<file path="src/rtl/pix_iir_pkg.sv">
package pix_iir_pkg;
    typedef enum logic [1:0] {
        ST_CFG_WAIT,
        ST_LATCH,
        ST_DERIVE,
        ST_STREAM
    } smooth_state_e;
endpackage

</file>
<file path="src/rtl/pix_iir_ctrl.sv">
module pix_iir_ctrl
    import pix_iir_pkg::*;
(
    input  logic clk,
    input  logic rst_n,
    input  logic gamma_wr,
    output logic in_ready,
    output logic sq_en,
    output logic cf_en
);
    smooth_state_e state_q, state_d;

    always_ff @(posedge clk) begin
        if (!rst_n) state_q <= ST_CFG_WAIT;
        else        state_q <= state_d;
    end

    always_comb begin
        state_d = state_q;
        if (gamma_wr) begin
            state_d = ST_LATCH;
        end else begin
            unique case (state_q)
                ST_CFG_WAIT: state_d = ST_CFG_WAIT;
                ST_LATCH:    state_d = ST_DERIVE;
                ST_DERIVE:   state_d = ST_STREAM;
                ST_STREAM:   state_d = ST_STREAM;
            endcase
        end
    end

    always_comb begin
        in_ready = 1'b0;
        sq_en    = 1'b0;
        cf_en    = 1'b0;
        unique case (state_q)
            ST_CFG_WAIT: ;
            ST_LATCH:    sq_en    = 1'b1;
            ST_DERIVE:   cf_en    = 1'b1;
            ST_STREAM:   in_ready = 1'b1;
        endcase
    end
endmodule

</file>
<file path="src/rtl/pix_iir_coef.sv">
module pix_iir_coef #(
    parameter int GF = 15
) (
    input  logic          clk,
    input  logic          rst_n,
    input  logic          load,
    input  logic          sq_en,
    input  logic          cf_en,
    input  logic [GF:0]   gamma_val,
    output logic [GF+1:0] c0,
    output logic [GF+1:0] c1,
    output logic [GF+1:0] c2
);
    localparam int SQ_W = 2 * GF + 2;
    localparam logic [SQ_W-1:0] RND  = SQ_W'(1) << (GF - 1);
    localparam logic [GF:0]     UNIT = (GF + 1)'(1) << GF;

    logic [GF-1:0]   g_q;
    logic [GF:0]     om;
    logic [SQ_W-1:0] sq_om_q, sq_g_q;

    // clamp: anything at or above 1.0 becomes the largest fraction
    logic [GF-1:0] g_clamped;
    assign g_clamped = gamma_val[GF] ? {GF{1'b1}} : gamma_val[GF-1:0];
    assign om        = UNIT - {1'b0, g_q};

    always_ff @(posedge clk) begin
        if (!rst_n) begin
            g_q     <= '0;
            sq_om_q <= '0;
            sq_g_q  <= '0;
            c0      <= '0;
            c1      <= '0;
            c2      <= '0;
        end else begin
            if (load) g_q <= g_clamped;
            if (sq_en) begin
                sq_om_q <= SQ_W'(om) * SQ_W'(om);
                sq_g_q  <= SQ_W'(g_q) * SQ_W'(g_q);
            end
            if (cf_en) begin
                c0 <= (GF + 2)'((sq_om_q + RND) >> GF);
                c1 <= {1'b0, g_q, 1'b0};
                c2 <= (GF + 2)'((sq_g_q + RND) >> GF);
            end
        end
    end
endmodule

</file>
<file path="src/rtl/pix_iir_core.sv">
module pix_iir_core #(
    parameter int PIX_W    = 10,
    parameter int GF       = 15,
    parameter int OUT_W    = 16,
    parameter int FRAC_OUT = 4
) (
    input  logic                    clk,
    input  logic                    rst_n,
    input  logic                    acc_en,
    input  logic                    sol,
    input  logic [PIX_W-1:0]        pix,
    input  logic [GF+1:0]           c0,
    input  logic [GF+1:0]           c1,
    input  logic [GF+1:0]           c2,
    output logic                    out_valid,
    output logic signed [OUT_W-1:0] out_data
);
    localparam int COEF_W = GF + 2;
    localparam int XW     = PIX_W + FRAC_OUT;
    localparam int WIDE   = (XW > OUT_W) ? XW : OUT_W;
    localparam int ACC_W  = COEF_W + WIDE + 3;
    localparam logic signed [ACC_W-1:0] RND     = ACC_W'(1) << (GF - 1);
    localparam logic signed [ACC_W-1:0] SAT_MAX = {{(ACC_W-OUT_W+1){1'b0}}, {(OUT_W-1){1'b1}}};
    localparam logic signed [ACC_W-1:0] SAT_MIN = {{(ACC_W-OUT_W+1){1'b1}}, {(OUT_W-1){1'b0}}};

    logic signed [OUT_W-1:0] y1_q, y2_q, y1_h, y2_h, y_new;
    logic signed [ACC_W-1:0] coef_x [3];
    logic signed [ACC_W-1:0] opnd_x [3];
    logic signed [ACC_W-1:0] prod   [3];
    logic signed [ACC_W-1:0] sum, shr;

    // start of line: recursion sees an empty history
    assign y1_h = sol ? '0 : y1_q;
    assign y2_h = sol ? '0 : y2_q;

    always_comb begin
        coef_x[0] = $signed({{(ACC_W-COEF_W){1'b0}}, c0});
        coef_x[1] = $signed({{(ACC_W-COEF_W){1'b0}}, c1});
        coef_x[2] = $signed({{(ACC_W-COEF_W){1'b0}}, c2});
        opnd_x[0] = $signed({{(ACC_W-XW){1'b0}}, pix, {FRAC_OUT{1'b0}}});
        opnd_x[1] = $signed({{(ACC_W-OUT_W){y1_h[OUT_W-1]}}, y1_h});
        opnd_x[2] = $signed({{(ACC_W-OUT_W){y2_h[OUT_W-1]}}, y2_h});
    end

    for (genvar k = 0; k < 3; k++) begin : g_tap
        assign prod[k] = coef_x[k] * opnd_x[k];
    end

    always_comb begin
        sum = prod[0] + prod[1] - prod[2] + RND;
        shr = sum >>> GF;
        if (shr > SAT_MAX)      y_new = SAT_MAX[OUT_W-1:0];
        else if (shr < SAT_MIN) y_new = SAT_MIN[OUT_W-1:0];
        else                    y_new = shr[OUT_W-1:0];
    end

    always_ff @(posedge clk) begin
        if (!rst_n) begin
            y1_q      <= '0;
            y2_q      <= '0;
            out_data  <= '0;
            out_valid <= 1'b0;
        end else begin
            out_valid <= acc_en;
            if (acc_en) begin
                y1_q     <= y_new;
                y2_q     <= y1_h;
                out_data <= y_new;
            end
        end
    end
endmodule

</file>
<file path="src/rtl/pix_iir_smooth.sv">
module pix_iir_smooth #(
    parameter int PIX_W    = 10,
    parameter int GF       = 15,
    parameter int OUT_W    = 16,
    parameter int FRAC_OUT = 4
) (
    input  logic                    clk,
    input  logic                    rst_n,
    input  logic                    gamma_wr,
    input  logic [GF:0]             gamma_val,
    input  logic                    in_valid,
    output logic                    in_ready,
    input  logic                    in_sol,
    input  logic [PIX_W-1:0]        in_pix,
    output logic                    out_valid,
    output logic signed [OUT_W-1:0] out_data
);
    logic          sq_en, cf_en, acc_en;
    logic [GF+1:0] c0, c1, c2;

    assign acc_en = in_valid && in_ready;

    pix_iir_ctrl u_ctrl (
        .clk      (clk),
        .rst_n    (rst_n),
        .gamma_wr (gamma_wr),
        .in_ready (in_ready),
        .sq_en    (sq_en),
        .cf_en    (cf_en)
    );

    pix_iir_coef #(.GF(GF)) u_coef (
        .clk       (clk),
        .rst_n     (rst_n),
        .load      (gamma_wr),
        .sq_en     (sq_en),
        .cf_en     (cf_en),
        .gamma_val (gamma_val),
        .c0        (c0),
        .c1        (c1),
        .c2        (c2)
    );

    pix_iir_core #(
        .PIX_W    (PIX_W),
        .GF       (GF),
        .OUT_W    (OUT_W),
        .FRAC_OUT (FRAC_OUT)
    ) u_core (
        .clk       (clk),
        .rst_n     (rst_n),
        .acc_en    (acc_en),
        .sol       (in_sol),
        .pix       (in_pix),
        .c0        (c0),
        .c1        (c1),
        .c2        (c2),
        .out_valid (out_valid),
        .out_data  (out_data)
    );
endmodule

</file>
<file path="config.mk">
export PLATFORM = sky130hd
export DESIGN_NAME = pix_iir_smooth
export DESIGN_NICKNAME = d
export VERILOG_FILES = /design/src/rtl/pix_iir_pkg.sv /design/src/rtl/pix_iir_ctrl.sv /design/src/rtl/pix_iir_coef.sv /design/src/rtl/pix_iir_core.sv /design/src/rtl/pix_iir_smooth.sv
export SDC_FILE = /design/constraint.sdc
export NUM_CORES = 2
export LEC_CHECK = 0
export ABC_AREA = 1
export CORE_UTILIZATION = 55
export CTS_BUF_LIST = sky130_fd_sc_hd__clkbuf_8
export CTS_CLUSTER_DIAMETER = 120
export DETAILED_ROUTE_END_ITERATION = 16
export HOLD_SLACK_MARGIN = 0.08
export PLACE_DENSITY_LB_ADDON = 0.25
export SETUP_SLACK_MARGIN = 0.1
export SYNTH_ARGS = -nofsm -noshare
export SYNTH_HDL_FRONTEND = slang
export SYNTH_SLANG_ARGS = --single-unit
export TNS_END_PERCENT = 20
</file>
<file path="constraint.sdc">
create_clock -name clk -period 12.8 [get_ports clk]
set_input_delay 2.56 -clock clk [delete_from_list [all_inputs] [get_ports clk]]
set_output_delay 2.56 -clock clk [all_outputs]
set_load 0.02 [all_outputs]
</file>
==> impl_metrics.ini <==
[timing]
slew_headroom_pct = 24.8
setup-tns-final_ns = 0
setup_ws_ns = 0.862
fmax_ghz = 0.0838
finClkSkew_ns = 0.0200
rsz0062_at_grt = no
worst_pin_slew_ns = 1.13
layout_min_cycle_time_ns = 11.94
setup_viol = 0
period_share_pct = 93.3
drv_slew = 0
final-hold-violation-count = 0

[yosys]
synth_top_family_by_area = adder cells
synth_edf_count = 0
ys_seq_area_share_pct = 5.99
async_flop_share_pct = 0
synth.area.top_cells = fa_1 37%, ha_1 16%, inv_1 12%, nand2_1 8.1%, dfxtp_1 6.0%
yosys_register_bits = 132
ys_types = 56
synth-compound-area-share_pct = 7.75
yosysMostFrequentCell = inv_1
synth_commonest_cells = 1437 x inv_1, 952 x nand2_1, 821 x fa_1
synthAdderAreaFrac_pct = 53.2
synth_ff_type = dfxtp_1
syn_inst = 5642
synth_largest_area_cell = fa_1
netlist.area_leader.share_pct = 37.3
yosysWarnings = 0
syn_area_mm2 = 0.0441
avgSynthCellArea_um2 = 7.82
synthXorXnorAreaFrac_pct = 3.29
synth_mux_area_share_pct = 0
synth-simple-area-share_pct = 15.7

[clocking]
clock-sinks = 132
cts_made_buffers = 17
cts_hold_buf = 0
path_clk_slew_ns = 0.09
clk_path_buf_depth = 2
cts_root_buffer = clkbuf_8
cts_tree = done
clkLatencyLatePin_ns = 0.54
htree_levels = 4
cts_setup_buffers = 0
ctsResizeCount = 0

[global_routing]
grt_pass1_vias = 38016
grt_pass1_wl_um = 201000
track_usage_pct = 31.7
grt_util_met2_pct = 52.8
gr-max-usage-layer = met2
grt_use_met1_pct = 41.4
grt_max_degree = 75
globalRouteOverflowTotal = 0
grtUsageMet3_pct = 5.08
antenna_found_initial = 0

[pwr]
peakVddDrop_uv = 1280
p_total_mw = 11.4
p_leak_nw = 25.6
powerDensity_mw_per_mm2 = 248

[place]
placed_cells = 6620
hpwl_um = 103000
pre_cts_slack_ns = 0.363
globalplace.congestion = 0.981
port_buffers = 48

[job]
cap_viol_max_count = 0

[drt]
wl_per_cell_um = 18.5
vias = 36045
drt_wl_total_um = 123000
drt-vias-per-instance = 5.42
ant_nets = 0
remaining_drc_errors = 0
dr.first_iter.drc_count = 2471
firstDrtPassIters = 5

[critical_path]
worstSetupPathType = in2reg
crit_start = in_sol
worstPathArrival_ns = 12.37
required_ns = 13.23
cp-start-kind = input pin
crit_top_cell = fa_1
max_stage_delay_ns = 0.58
r2r_start = u_coef.c2[4]
crit_fanout = 27
end_kind = register
critical_path.slowest_cell = clkdlybuf4s50_1

[finish]
nets = 7003
regArea_mm2 = 0.00264
area_growth_pct = 4.36
multi_input_area_mm2 = 0.0353
n_antenna_cell = 0
fillers = 7394
stdcell_count = 6652
drive_gt1_share_pct = 2.84

[floorplan]
fp.coreArea_mm2 = 0.0791
die_w_um = 285
start_util_pct = 55.7
ioPinCount = 49
die_h_um = 285
die-area_mm2 = 0.0813
row_count = 103

[min_path]
min_from = u_core.y2_q[14]
hp-class = reg2reg

[status]
status = completed
-- power by group --
part | leakage [nW] | switching, mW | internal (mW)
combinational | 24.3 | 6.72 | 3.75
clock | 0.233 | 0.193 | 0.241
sequential | 1.08 | 0.0583 | 0.451
total | 25.6 | 6.97 | 4.44
-- final cells by class --
type / count / share of cell area (%)
multi-input combinational: 3883 / 76.7
inverter: 1462 / 11.9
sequential: 132 / 5.74
tap: 1050 / 2.85
timing repair buffer: 93 / 1.77
clock buffer: 19 / 0.568
clock inverter: 13 / 0.446
-- sequential cells by signal, summed over array words and instances (netlist names) --
name	count
u_core.y1_q	16
u_core.out_valid	1
u_coef.c2	16
u_coef.c0	17
u_coef.g_q	15
u_coef.sq_g_q	16
u_core.y2_q	16
u_coef.c1	15
u_ctrl.state_q	2
u_coef.sq_om_q	18
-- cells by family after synthesis --
logic type | Yosys count
AO/OA/AOI/OAI | 608
flip-flops | 132
AND/OR/NAND/NOR | 1717
XOR/XNOR | 163
adder cells (fa/ha/maj) | 1383
buffers and inverters | 1637
other | 2
-- path summary, 6_finish.rpt --
check / endpoint / slack, ns / cells past startpoint
setup reg to reg: u_core.y1_q[2] / 3.22 / 35
setup / recovery: u_core.y1_q[2] / 0.86 / 38
hold reg to reg: u_core.y2_q[14] / 0.47 / 2
hold / removal: u_core.y2_q[14] / 0.47 / 2
-- per-layer routing --
| layer | part of all wire [%] | routed length, µm |
|---|---|---|
| met1 | 42 | 51300 |
| met2 | 47 | 57800 |
| met3 | 7.1 | 8750 |
| met4 | 4.1 | 4990 |
| met5 | 0 | 0 |
-- through the flow --
step	utilization (%)	area (µm²)	hold slack, ns
after global placement	57.6	45600	0.445
after detailed placement	57.6	45600	0.449
after global routing	58.2	46000	0.494
final	58.2	46000	0.466
after CTS	58.2	46000	0.462
after floorplan	-	44100	0.430
-- worst max-delay path: cells and delay by family --
kind            cells  cell delay (ns)
xor+xnor            2             0.50
compound gates     10             1.72
fa+ha+maj          10             4.49
buf+inv             8             1.83
simple gates        8             1.24
-- cells in the final DEF, fill, tap and decap left out, drive strengths merged, types with 4 or more instances in the layout --
| master | n |
|---|---|
| a31o | 5 |
| inv | 1447 |
| nand4 | 26 |
| a21o | 25 |
| a211oi | 17 |
| nand3 | 88 |
| nor3 | 55 |
| clkdlybuf4s50 | 47 |
| o21bai | 17 |
| a21oi | 270 |
| nor4 | 12 |
| buf | 46 |
| o211ai | 12 |
| conb | 12 |
| dfxtp | 132 |
| o31ai | 5 |
| ha | 562 |
| bufinv | 5 |
| xnor2 | 57 |
| clkinv | 21 |
| o21ai | 213 |
| nand2 | 975 |
| clkbuf | 19 |
| xor2 | 106 |
| a31oi | 18 |
| nor2 | 548 |
| fa | 821 |
| o221ai | 6 |
| o21a | 8 |
| a21boi | 6 |
| or2 | 4 |
(Power assumes the default switching activity.)
